$ cat src/rtl/agc_pkg.sv
package agc_pkg;
  localparam int DW      = 16;
  localparam int AW      = 4;
  localparam int FAST_W  = 8;
  localparam int LOG2_W  = 3;
  localparam int SHIFT_W = 4;
  localparam int ERR_W   = DW + 1;
  localparam int CNT_W   = 2 ** LOG2_W;
  localparam int ACC_W   = ERR_W + CNT_W - 1;
  localparam int SUM_W   = ACC_W + 1;

  typedef logic signed [DW-1:0] lvl_t;

  typedef enum logic [1:0] {
    SRC_NONE = 2'd0,
    SRC_OVL  = 2'd1,
    SRC_FADE = 2'd2,
    SRC_SLOW = 2'd3
  } agc_src_e;

  typedef struct packed {
    lvl_t                upper_thr;
    logic [DW-1:0]       upper_step;
    lvl_t                lower_thr;
    logic [DW-1:0]       fast_step;
    logic [FAST_W-1:0]   fast_len;
    lvl_t                target;
    logic [DW-1:0]       hyst;
    logic [LOG2_W-1:0]   slow_log2;
    logic [SHIFT_W-1:0]  gain_shift;
    lvl_t                gain_min;
    lvl_t                gain_max;
  } agc_cfg_t;

  localparam logic [AW-1:0] ADR_UPPER_THR  = 4'd0;
  localparam logic [AW-1:0] ADR_UPPER_STEP = 4'd1;
  localparam logic [AW-1:0] ADR_LOWER_THR  = 4'd2;
  localparam logic [AW-1:0] ADR_FAST_STEP  = 4'd3;
  localparam logic [AW-1:0] ADR_FAST_LEN   = 4'd4;
  localparam logic [AW-1:0] ADR_TARGET     = 4'd5;
  localparam logic [AW-1:0] ADR_HYST       = 4'd6;
  localparam logic [AW-1:0] ADR_SLOW_LOG2  = 4'd7;
  localparam logic [AW-1:0] ADR_SHIFT      = 4'd8;
  localparam logic [AW-1:0] ADR_GAIN_MIN   = 4'd9;
  localparam logic [AW-1:0] ADR_GAIN_MAX   = 4'd10;

  localparam agc_cfg_t CFG_RST = '{
    upper_thr:  -16'sd384,
    upper_step: 16'd64,
    lower_thr:  -16'sd2560,
    fast_step:  16'd6,
    fast_len:   8'd4,
    target:     -16'sd1280,
    hyst:       16'd128,
    slow_log2:  3'd4,
    gain_shift: 4'd2,
    gain_min:   -16'sd2048,
    gain_max:   16'sd2048
  };
endpackage

$ cat src/rtl/agc_cfg_regs.sv
module agc_cfg_regs
  import agc_pkg::*;
(
  input  logic                clk,
  input  logic                rst_n,
  input  logic                we,
  input  logic [AW-1:0]       addr,
  input  logic [DW-1:0]       wdata,
  output agc_cfg_t            cfg
);
  agc_cfg_t cfg_q, cfg_d;

  always_comb begin
    cfg_d = cfg_q;
    if (we) begin
      case (addr)
        ADR_UPPER_THR:  cfg_d.upper_thr  = wdata;
        ADR_UPPER_STEP: cfg_d.upper_step = wdata;
        ADR_LOWER_THR:  cfg_d.lower_thr  = wdata;
        ADR_FAST_STEP:  cfg_d.fast_step  = wdata;
        ADR_FAST_LEN:   cfg_d.fast_len   = wdata[FAST_W-1:0];
        ADR_TARGET:     cfg_d.target     = wdata;
        ADR_HYST:       cfg_d.hyst       = wdata;
        ADR_SLOW_LOG2:  cfg_d.slow_log2  = wdata[LOG2_W-1:0];
        ADR_SHIFT:      cfg_d.gain_shift = wdata[SHIFT_W-1:0];
        ADR_GAIN_MIN:   cfg_d.gain_min   = wdata;
        ADR_GAIN_MAX:   cfg_d.gain_max   = wdata;
        default:        cfg_d = cfg_q;
      endcase
    end
  end

  always_ff @(posedge clk or negedge rst_n) begin
    if (!rst_n) cfg_q <= CFG_RST;
    else if (we) cfg_q <= cfg_d;
  end

  assign cfg = cfg_q;
endmodule

$ cat src/rtl/agc_fast_loop.sv
module agc_fast_loop
  import agc_pkg::*;
(
  input  logic              clk,
  input  logic              rst_n,
  input  logic              smp_en,
  input  logic              ovl,
  input  lvl_t              level,
  input  lvl_t              lower_thr,
  input  logic [FAST_W-1:0] fast_len,
  output logic              engaged,
  output logic              fire
);
  logic              fade_q, fade_d;
  logic [FAST_W-1:0] cnt_q, cnt_d;
  lvl_t              peak_q, peak_d;
  lvl_t              peak_n;
  logic [FAST_W-1:0] len_eff, cnt_inc;
  logic              below, win_end, en;

  always_comb begin
    below   = level < lower_thr;
    engaged = !ovl && (fade_q || below);
    len_eff = (fast_len == '0) ? FAST_W'(1) : fast_len;
    cnt_inc = cnt_q + FAST_W'(1);
    win_end = cnt_inc >= len_eff;
    if (cnt_q == '0) peak_n = level;
    else             peak_n = (level > peak_q) ? level : peak_q;

    fade_d = fade_q;
    cnt_d  = cnt_q;
    peak_d = peak_q;
    fire   = 1'b0;
    if (ovl) begin
      fade_d = 1'b0;
      cnt_d  = '0;
    end else if (engaged) begin
      fade_d = 1'b1;
      peak_d = peak_n;
      if (win_end) begin
        cnt_d = '0;
        if (peak_n < lower_thr) fire = smp_en;
        else                    fade_d = 1'b0;
      end else begin
        cnt_d = cnt_inc;
      end
    end
  end

  assign en = smp_en;

  always_ff @(posedge clk or negedge rst_n) begin
    if (!rst_n) begin
      fade_q <= 1'b0;
      cnt_q  <= '0;
      peak_q <= '0;
    end else if (en) begin
      fade_q <= fade_d;
      cnt_q  <= cnt_d;
      peak_q <= peak_d;
    end
  end
endmodule

$ cat src/rtl/agc_slow_loop.sv
module agc_slow_loop
  import agc_pkg::*;
(
  input  logic                     clk,
  input  logic                     rst_n,
  input  logic                     smp_en,
  input  logic                     hold,
  input  lvl_t                     level,
  input  lvl_t                     target,
  input  logic [DW-1:0]            hyst,
  input  logic [LOG2_W-1:0]        slow_log2,
  input  logic [SHIFT_W-1:0]       gain_shift,
  output logic                     fire,
  output logic signed [ACC_W-1:0]  step
);
  logic signed [ACC_W-1:0] acc_q, acc_d, acc_sum, mean, hyst_ext, hyst_neg;
  logic signed [ERR_W-1:0] err;
  logic [CNT_W-1:0]        cnt_q, cnt_d, cnt_inc, period;
  logic                    win_end, outside;

  always_comb begin
    err      = {target[DW-1], target} - {level[DW-1], level};
    acc_sum  = acc_q + {{(ACC_W-ERR_W){err[ERR_W-1]}}, err};
    cnt_inc  = cnt_q + CNT_W'(1);
    period   = CNT_W'(1) << slow_log2;
    win_end  = cnt_inc >= period;
    mean     = acc_sum >>> slow_log2;
    hyst_ext = {{(ACC_W-DW){1'b0}}, hyst};
    hyst_neg = -hyst_ext;
    outside  = (mean > hyst_ext) || (mean < hyst_neg);
    step     = mean >>> gain_shift;

    acc_d = acc_q;
    cnt_d = cnt_q;
    fire  = 1'b0;
    if (hold) begin
      acc_d = '0;
      cnt_d = '0;
    end else if (win_end) begin
      acc_d = '0;
      cnt_d = '0;
      fire  = smp_en && outside;
    end else begin
      acc_d = acc_sum;
      cnt_d = cnt_inc;
    end
  end

  always_ff @(posedge clk or negedge rst_n) begin
    if (!rst_n) begin
      acc_q <= '0;
      cnt_q <= '0;
    end else if (smp_en) begin
      acc_q <= acc_d;
      cnt_q <= cnt_d;
    end
  end
endmodule

$ cat src/rtl/agc_gain_accum.sv
module agc_gain_accum
  import agc_pkg::*;
(
  input  logic                    clk,
  input  logic                    rst_n,
  input  logic                    upd,
  input  logic signed [ACC_W-1:0] step,
  input  agc_src_e                src,
  input  lvl_t                    gain_min,
  input  lvl_t                    gain_max,
  output lvl_t                    gain,
  output logic                    valid,
  output agc_src_e                src_out
);
  lvl_t                    gain_q, gain_d;
  logic                    valid_q;
  agc_src_e                src_q, src_d;
  logic signed [SUM_W-1:0] sum, max_ext, min_ext;

  always_comb begin
    sum     = {{(SUM_W-DW){gain_q[DW-1]}}, gain_q} + {step[ACC_W-1], step};
    max_ext = {{(SUM_W-DW){gain_max[DW-1]}}, gain_max};
    min_ext = {{(SUM_W-DW){gain_min[DW-1]}}, gain_min};
    if (sum > max_ext)      gain_d = gain_max;
    else if (sum < min_ext) gain_d = gain_min;
    else                    gain_d = sum[DW-1:0];
    src_d = upd ? src : SRC_NONE;
  end

  always_ff @(posedge clk or negedge rst_n) begin
    if (!rst_n) begin
      gain_q  <= '0;
      valid_q <= 1'b0;
      src_q   <= SRC_NONE;
    end else begin
      valid_q <= upd;
      src_q   <= src_d;
      if (upd) gain_q <= gain_d;
    end
  end

  assign gain    = gain_q;
  assign valid   = valid_q;
  assign src_out = src_q;
endmodule

$ cat src/rtl/agc_ctrl.sv
module agc_ctrl
  import agc_pkg::*;
(
  input  logic          clk,
  input  logic          rst_n,
  input  logic          cfg_we,
  input  logic [3:0]    cfg_addr,
  input  logic [15:0]   cfg_wdata,
  input  logic          lvl_valid,
  input  logic [15:0]   lvl_in,
  output logic          gain_valid,
  output logic [15:0]   gain_out,
  output logic [1:0]    gain_src
);
  logic [1:0]              rst_sync_q;
  logic                    rst_int_n;
  agc_cfg_t                cfg;
  lvl_t                    level, upper_thr_w, lower_thr_w, gain_min_w, gain_max_w;
  logic                    ovl, fast_engaged, fast_fire, slow_fire, upd;
  logic signed [ACC_W-1:0] slow_step, step_sel;
  agc_src_e                src_sel, src_q;
  lvl_t                    gain_q;

  always_ff @(posedge clk or negedge rst_n) begin
    if (!rst_n) rst_sync_q <= 2'b00;
    else        rst_sync_q <= {rst_sync_q[0], 1'b1};
  end
  assign rst_int_n = rst_sync_q[1];

  agc_cfg_regs u_cfg (
    .clk   (clk),
    .rst_n (rst_int_n),
    .we    (cfg_we),
    .addr  (cfg_addr),
    .wdata (cfg_wdata),
    .cfg   (cfg)
  );

  assign level       = lvl_in;
  assign upper_thr_w = cfg.upper_thr;
  assign lower_thr_w = cfg.lower_thr;
  assign gain_min_w  = cfg.gain_min;
  assign gain_max_w  = cfg.gain_max;
  assign ovl         = level > upper_thr_w;

  agc_fast_loop u_fast (
    .clk       (clk),
    .rst_n     (rst_int_n),
    .smp_en    (lvl_valid),
    .ovl       (ovl),
    .level     (level),
    .lower_thr (lower_thr_w),
    .fast_len  (cfg.fast_len),
    .engaged   (fast_engaged),
    .fire      (fast_fire)
  );

  agc_slow_loop u_slow (
    .clk        (clk),
    .rst_n      (rst_int_n),
    .smp_en     (lvl_valid),
    .hold       (ovl || fast_engaged),
    .level      (level),
    .target     (cfg.target),
    .hyst       (cfg.hyst),
    .slow_log2  (cfg.slow_log2),
    .gain_shift (cfg.gain_shift),
    .fire       (slow_fire),
    .step       (slow_step)
  );

  always_comb begin
    step_sel = '0;
    src_sel  = SRC_NONE;
    if (ovl) begin
      step_sel = -$signed({{(ACC_W-DW){1'b0}}, cfg.upper_step});
      src_sel  = SRC_OVL;
    end else if (fast_fire) begin
      step_sel = $signed({{(ACC_W-DW){1'b0}}, cfg.fast_step});
      src_sel  = SRC_FADE;
    end else if (slow_fire) begin
      step_sel = slow_step;
      src_sel  = SRC_SLOW;
    end
    upd = lvl_valid && (src_sel != SRC_NONE);
  end

  agc_gain_accum u_gain (
    .clk      (clk),
    .rst_n    (rst_int_n),
    .upd      (upd),
    .step     (step_sel),
    .src      (src_sel),
    .gain_min (gain_min_w),
    .gain_max (gain_max_w),
    .gain     (gain_q),
    .valid    (gain_valid),
    .src_out  (src_q)
  );

  assign gain_out = gain_q;
  assign gain_src = src_q;
endmodule

$ cat config.mk
export PLATFORM = sky130hd
export DESIGN_NAME = agc_ctrl
export DESIGN_NICKNAME = d
export VERILOG_FILES = /design/src/rtl/agc_pkg.sv /design/src/rtl/agc_cfg_regs.sv /design/src/rtl/agc_fast_loop.sv /design/src/rtl/agc_slow_loop.sv /design/src/rtl/agc_gain_accum.sv /design/src/rtl/agc_ctrl.sv
export SDC_FILE = /design/constraint.sdc
export NUM_CORES = 1
export LEC_CHECK = 0
export ABC_AREA = 0
export BUFFER_PORTS_ARGS = -buffer_cell sky130_fd_sc_hd__buf_4
export CORE_ASPECT_RATIO = 1.75
export CORE_MARGIN = 1
export CORE_UTILIZATION = 55
export DETAILED_ROUTE_END_ITERATION = 12
export GPL_TIMING_DRIVEN = 1
export HOLD_SLACK_MARGIN = 0.02
export PLACE_DENSITY = 0.68
export SLEW_MARGIN = 20
export SYNTH_ARGS = -nofsm -noshare
export SYNTH_HDL_FRONTEND = slang
export SYNTH_SLANG_ARGS = --single-unit
$ cat constraint.sdc
create_clock -name clk -period 9.8 [get_ports clk]
set_clock_uncertainty 0.2 [all_clocks]
set_input_delay 0.49 -clock clk [delete_from_list [all_inputs] [get_ports clk]]
set_output_delay 0.49 -clock clk [all_outputs]
set_load 0.05 [all_outputs]
# Word level (Yosys, flattened, before mapping)
# Index checks and enable logic that the tools add are counted.
# totals
regBits	221
word_cells	105
out_inout_bits	19
# op_classes
n_reduce_logical	25
bitwise_logic	1
eq_ne	10
add_sub_neg	7
magnitude_cmp	10
shifts	3
n_mux	29
# ops
op	count
2-to-1 mux 24 bit	5
2-to-1 mux 16 bit	4
2-to-1 mux 8 bit	6
negator 16 -> 24 bit	2
> comparator 16 bit	2
less-than comparator 16 bit	2
adder 16 x 24 -> 25 bit	1
> comparator 25 x 16 -> 1 bit	1
less-than comparator 25 x 16 -> 1 bit	1
adder 24 bit	1
> comparator 24 x 17 -> 1 bit	1
less-than comparator 24 bit	1
AND reduction 2 bit	12
>>> shifter 24 x 3 -> 24 bit	1
>>> shifter 24 x 4 -> 24 bit	1
subtractor 16 x 16 -> 17 bit	1
adder 8 x 1 -> 8 bit (second input constant)	2
== test 4 x 3 -> 1 bit (second input constant)	4
>= comparator 8 bit	2
logical NOT 8 bit	2
== test 4 bit (second input constant)	3
2-to-1 mux 1 bit	10
== test 4 x 2 -> 1 bit (second input constant)	2
2-to-1 mux 2 bit	4
other kinds (9)	14

# Logic depth before layout (Yosys ltp)
# depth
depth_word	15
depth_mapped	65
ltp_nobuf	60

# By module
# A second synthesis with hierarchy kept.
# hier_totals
cells_unflattened	2248
hier_area_um2	20646.1
# by_module_without_submodules
mod	n_inst	seq_area_each_um2	cells_each	area_per_inst_um2
agc_slow_loop	1	800.8	1077	7923.8
agc_cfg_regs	1	3621.0	319	5489.0
agc_gain_accum	1	475.5	385	3253.1
agc_fast_loop	1	625.6	307	2728.9
agc_ctrl	1	50.0	160	1251.2

# Worst setup path before layout
# No wires, ideal clock.
# synth_timing
kind	input to register
from	in lvl_in[1]
to	reg u_gain.gain_q[15] (netlist: u_gain.gain[15])
path_stages	62
arrival_time_ns	11.712
n_path_buf	4
setup_time_ns	0.126
required_ns	9.474
slack_ns	-2.238
cell_sequence	inv_1 ha_1 nor2b_1 o21ai_0 a21boi_0 o21ai_0 a21boi_0 o21ai_0 a21oi_1 o21ai_0 a211oi_1 and2_1 o21ai_0 a221oi_1 ha_1 buf_2 a21oi_1 o21a_1 [26 not listed] o21ai_0 a21oi_1 o21ai_0 xor2_1 ha_1 a21o_1 a21o_1 a21o_1 a21o_1 a21o_1 a21o_1 a211oi_1 o21a_1 o2111ai_1 nand2_1 clkbuf_1 mux2i_1 mux2_4
# synth_between
elab_chain_len	15
# synth_rtl
element	line	source
from (decl)	agc_ctrl.sv:10	input logic [15:0] lvl_in,
subtractor 16 x 16 -> 17 bit	agc_slow_loop.sv:22	err = {target[DW-1], target} - {level[DW-1], level};
adder 24 bit	agc_slow_loop.sv:23	acc_sum = acc_q + {{(ACC_W-ERR_W){err[ERR_W-1]}}, err};
>>> shifter 24 x 3 -> 24 bit	agc_slow_loop.sv:27	mean = acc_sum >>> slow_log2;
> comparator 24 x 17 -> 1 bit or less-than comparator 24 bit (tied branches)	agc_slow_loop.sv:30	outside = (mean > hyst_ext) || (mean < hyst_neg);
logical OR 1 bit	agc_slow_loop.sv:30	
logical AND 1 bit	agc_slow_loop.sv:42	fire = smp_en && outside;
2-to-1 mux 1 bit	agc_slow_loop.sv:39	end else if (win_end) begin
2-to-1 mux 1 bit	agc_slow_loop.sv:36	if (hold) begin
2-to-1 mux 24 bit	agc_ctrl.sv:81	end else if (slow_fire) begin
2-to-1 mux 24 bit	agc_ctrl.sv:78	end else if (fast_fire) begin
2-to-1 mux 24 bit	agc_ctrl.sv:75	if (ovl) begin
adder 16 x 24 -> 25 bit	agc_gain_accum.sv:21	sum = {{(SUM_W-DW){gain_q[DW-1]}}, gain_q} + {step[ACC_W-1], step};
less-than comparator 25 x 16 -> 1 bit	agc_gain_accum.sv:25	else if (sum < min_ext) gain_d = gain_min;
2-to-1 mux 16 bit	agc_gain_accum.sv:25	
2-to-1 mux 16 bit	agc_gain_accum.sv:24	if (sum > max_ext) gain_d = gain_max;
to (signal assigned)	agc_gain_accum.sv:38	if (upd) gain_q <= gain_d;
to (decl)	agc_gain_accum.sv:15	lvl_t gain_q, gain_d;
# Several ways; a longest one is shown, not always the timed one.
# A chain may end at the register's enable or synchronous reset.

# Final worst setup path
# layout_timing
from	reg u_cfg.cfg_q, in the netlist u_cfg.cfg[56]
to	reg u_gain.gain_q[6] (netlist: u_gain.gain[6])
# layout_between
elab_chain_len	15
# layout_rtl
element	line	source
from (decl)	agc_cfg_regs.sv:11	agc_cfg_t cfg_q, cfg_d;
from (signal assigned)	agc_cfg_regs.sv:35	else if (we) cfg_q <= cfg_d;
subtractor 16 x 16 -> 17 bit *	agc_slow_loop.sv:22	
adder 24 bit *	agc_slow_loop.sv:23	
>>> shifter 24 x 3 -> 24 bit *	agc_slow_loop.sv:27	
> comparator 24 x 17 -> 1 bit or less-than comparator 24 bit (tied branches)	agc_slow_loop.sv:30	
logical OR 1 bit	agc_slow_loop.sv:30	
logical AND 1 bit	agc_slow_loop.sv:42	
2-to-1 mux 1 bit	agc_slow_loop.sv:39	
2-to-1 mux 1 bit	agc_slow_loop.sv:36	
2-to-1 mux 24 bit	agc_ctrl.sv:81	
2-to-1 mux 24 bit	agc_ctrl.sv:78	
2-to-1 mux 24 bit	agc_ctrl.sv:75	
adder 16 x 24 -> 25 bit	agc_gain_accum.sv:21	
less-than comparator 25 x 16 -> 1 bit	agc_gain_accum.sv:25	
2-to-1 mux 16 bit	agc_gain_accum.sv:25	
2-to-1 mux 16 bit	agc_gain_accum.sv:24	
# Every way passes the cells marked *; elsewhere a longest branch is shown, timed or not.

==> impl_metrics.tcl <==
set metrics [dict create \
    status "finished, violations left" \
    violations "setup timing" \
    place_inst 3188 \
    dr.pass1.iters 7 \
    areaGrowthSynthToFinish_pct 28.5 \
    synth_fa_ha_area_share_pct 14.7 \
    end_kind "flip-flop" \
    ys_warn_count 0 \
    start_util_pct 56.2 \
    vias 20200 \
    fin_crit_ns 11.48 \
    drv_slew 0 \
    synth-simple-area-share_pct 15.5 \
    insertion_delay_ns 0.57 \
    hold_ws_ns 0.0557 \
    syn_inst 2358 \
    cts_max_level 1 \
    grt_max_degree 70 \
    synthTopCellsByArea "dfrtp_1 (23%), ha_1 (14%), mux2_2 (6.1%)" \
    peakVddDrop_mv 0.435 \
    die-area_um2 37800 \
    wl_um 70400 \
    die-width_um 147 \
    place_area_um2 24200 \
    antenna_found_initial 0 \
    critPathLaunchType "flip-flop" \
    synth_top_family_by_area "compound AO/OA/AOI/OAI gates" \
    avgSynthCellArea_um2 8.64 \
    synth_top_area_share_pct 23.0 \
    setup_viol 16 \
    yosysSeqAreaShare_pct 27.4 \
    post_drt_wl_per_cell_um 21.4 \
    grt_setup_unrepaired "yes" \
    power_mw 10.8 \
    synthXorXnorAreaFrac_pct 3.47 \
    synthMuxAreaShare_pct 11.2 \
    worst_slack_ns -1.68 \
    dr.first_iter.drc_count 1111 \
    cts_tree "yes" \
    gp_congestion 1.00 \
    grt_pass1_vias 21300 \
    p_int_mw 5.91 \
    p_sw_mw 4.93 \
    layout.cells.non_filler 3289 \
    coreArea_um2 36300 \
    root_buffer "clkbuf_16" \
    ant_nets 0 \
    hold_viol 0 \
    cp_slowest_stage_delay_ns 0.41 \
    synth_edf_count 0 \
    period_share_pct 117 \
    hp-class "input pin to asynchronous set/reset pin" \
    swShare_pct 45.5 \
    final_net_count 3078 \
    drv_cap 0 \
    diodes 0 \
    clockPowerShare_pct 9.0 \
    combPwrFrac_pct 78.3 \
    critPathArrivalTime_ns 11.72 \
    io_buffers 58 \
    stdcell_area_um2 26200 \
    slew_headroom_pct 26.5 \
    yosysTopAreaCell "dfrtp_1" \
    die_height_um 257 \
    ys_async_sr_fraction_pct 100 \
    clk_path_buf_depth 3 \
    power_density_nw_per_um2 414 \
    cp_common_cell "o21ai_2" \
    place_ws_ns -2.51 \
    r2r_slack_ns -1.68 \
    yosysMostFrequentCell "ha_1" \
    critPathKind "flip-flop to flip-flop" \
    drive_gt1_share_pct 32.1 \
    path_clk_slew_ns 0.07 \
    cts_buffers 24 \
    cts.sinks 221 \
    ys_ff_latch 221 \
    synth_area_um2 20400 \
    r2r_cells 63 \
    required_ns 10.04 \
    syn_nets 2635 \
    r2r-end "u_gain.gain[6]" \
    gr-total-overflow 0 \
    synth-compound-area-share_pct 21.5 \
    rows 92 \
    leakage_nw 12.4 \
    drc 0 \
    sequentialPowerShare_pct 12.6 \
    netlist_top_cells_count "ha_1 (234), nand2_1 (225), inv_1 (208), dfrtp_1 (187), o21ai_0 (172)" \
    yosysUniqueCellTypes 113 \
    worstMarginPinSlew_ns 1.10 \
    r2r_start "u_cfg.cfg[56]" \
    grt_usage_pct 37.5 \
    dp.final_hpwl_um 53800 \
    via_per_inst 6.15 \
    num_io_pins 59 \
    crit_path_top_delay_cell "dfrtp_1" \
    fmax_ghz 0.0871 \
    grt_pass1_wl_um 111000 \
    crit_path_max_fanout 6 \
    synth_ff_type "dfrtp_1" \
]
==> repair_timing <==
action	4_1_cts	5_1_grt
hold endpoints to repair	2	0
pin swaps	72	39
hold buffers	1	0
setup buffers	35	20
endpoints found under the setup margin	16	16
resized for setup	90	37
gates cloned	1	0
==> layout make-up <==
| cell class | instances | area, um^2 |
|---|---|---|
| multi-input cells | 1814 | 14300 |
| fillers | 2903 | 10100 |
| flip-flops and latches | 221 | 5580 |
| repair buffers | 525 | 4050 |
| inverters | 215 | 815 |
| clock buffers | 30 | 643 |
| well taps | 470 | 588 |
| clock inverters | 14 | 189 |
==> stage by stage <==
step / setup TNS, ns / util [%]
finish: -26.47 / 72.2
detailed placement: -39.71 / 66.8
CTS: -24.52 / 71.2
floorplan: -12.32 / -
global route: -36.48 / 72.2
global placement: -35.90 / 66.8
==> worst max path at each step <==
stage	from	to	slack (ns)	depth (start not counted)
after floorplan	lvl_in[1]	u_gain.gain[15]	-0.86	62
after global placement	lvl_in[1]	u_gain.gain[15]	-2.27	60
after detailed placement	lvl_in[1]	u_gain.gain[15]	-2.51	60
after CTS	u_cfg.cfg[56]	u_gain.gain[15]	-1.56	60
after global routing	u_cfg.cfg[56]	u_gain.gain[15]	-2.32	64
final	u_cfg.cfg[56]	u_gain.gain[6]	-1.68	63
==> cells by family (layout without fill, tap and decap cells) <==
logic type               count (synthesis)  in the layout
AO/OA/AOI/OAI                          650            650
XOR/XNOR                                79             79
adder cells (fa/ha/maj)                237            237
buffers and inverters                  323            784
flip-flops                             221            221
multiplexers                           195            195
other                                    1              1
AND/OR/NAND/NOR                        652            652
==> power groups by stage <==
stage	logic (mW)	clock network, mW	registers [mW]
3_3_place_gp	7.38	0	1.37
3_5_place_dp	7.57	0	1.38
4_1_cts	8.12	0.987	1.36
5_1_grt	9.14	1.02	1.40
2_1_floorplan	4.43	0	1.45
6_report	8.50	0.976	1.37
==> registers in the layout, summed over array words and instances (netlist names), 2 cells and up <==
name	cells
rst_sync_q	2
u_cfg.cfg	143
u_fast.cnt_q	8
u_fast.peak_q	16
u_gain.gain	16
u_gain.src_out	2
u_slow.acc_q	24
u_slow.cnt_q	8
==> placed cells by master, fill, tap and decap left out, drive strengths merged, types with 11 or more instances in the layout <==
master / n
buf: 524
ha: 234
nand2: 226
inv: 212
o21ai: 194
dfrtp: 187
nor2: 123
mux2: 122
a21oi: 119
nand3: 66
mux2i: 63
a21o: 59
xnor2: 54
nor3: 47
o22ai: 38
nand2b: 36
nand4: 34
dfstp: 34
clkbuf: 30
o21a: 28
nor2b: 25
xor2: 25
a31oi: 21
o211ai: 18
and3: 17
or3: 17
a22oi: 16
and2: 16
a211oi: 16
a2111oi: 15
o31ai: 13
nor4: 12
or2: 12
a211o: 11
a221oi: 11
==> worst max-delay path: cells and delay by family (launching register included) <==
family,cells,cell delay [ns]
adder cells (fa/ha/maj),6,1.60
buffers and inverters,7,1.10
multiplexers,3,0.61
flip-flops,1,0.41
AND/OR/NAND/NOR,12,1.90
AO/OA/AOI/OAI,33,5.23
XOR/XNOR,2,0.27
==> layer usage <==
| layer | share of wire [%] | global-route usage (%) | up-vias |
|---|---|---|---|
| li1 | - | - | 9428 |
| met2 | 52 | 68.7 | 702 |
| met1 | 36 | 38.8 | 9757 |
| met3 | 4.3 | 4.79 | 329 |
| met5 | 0 | 0 | - |
| met4 | 8.1 | 27.0 | 0 |
Power figures use the tool's default switching activity.
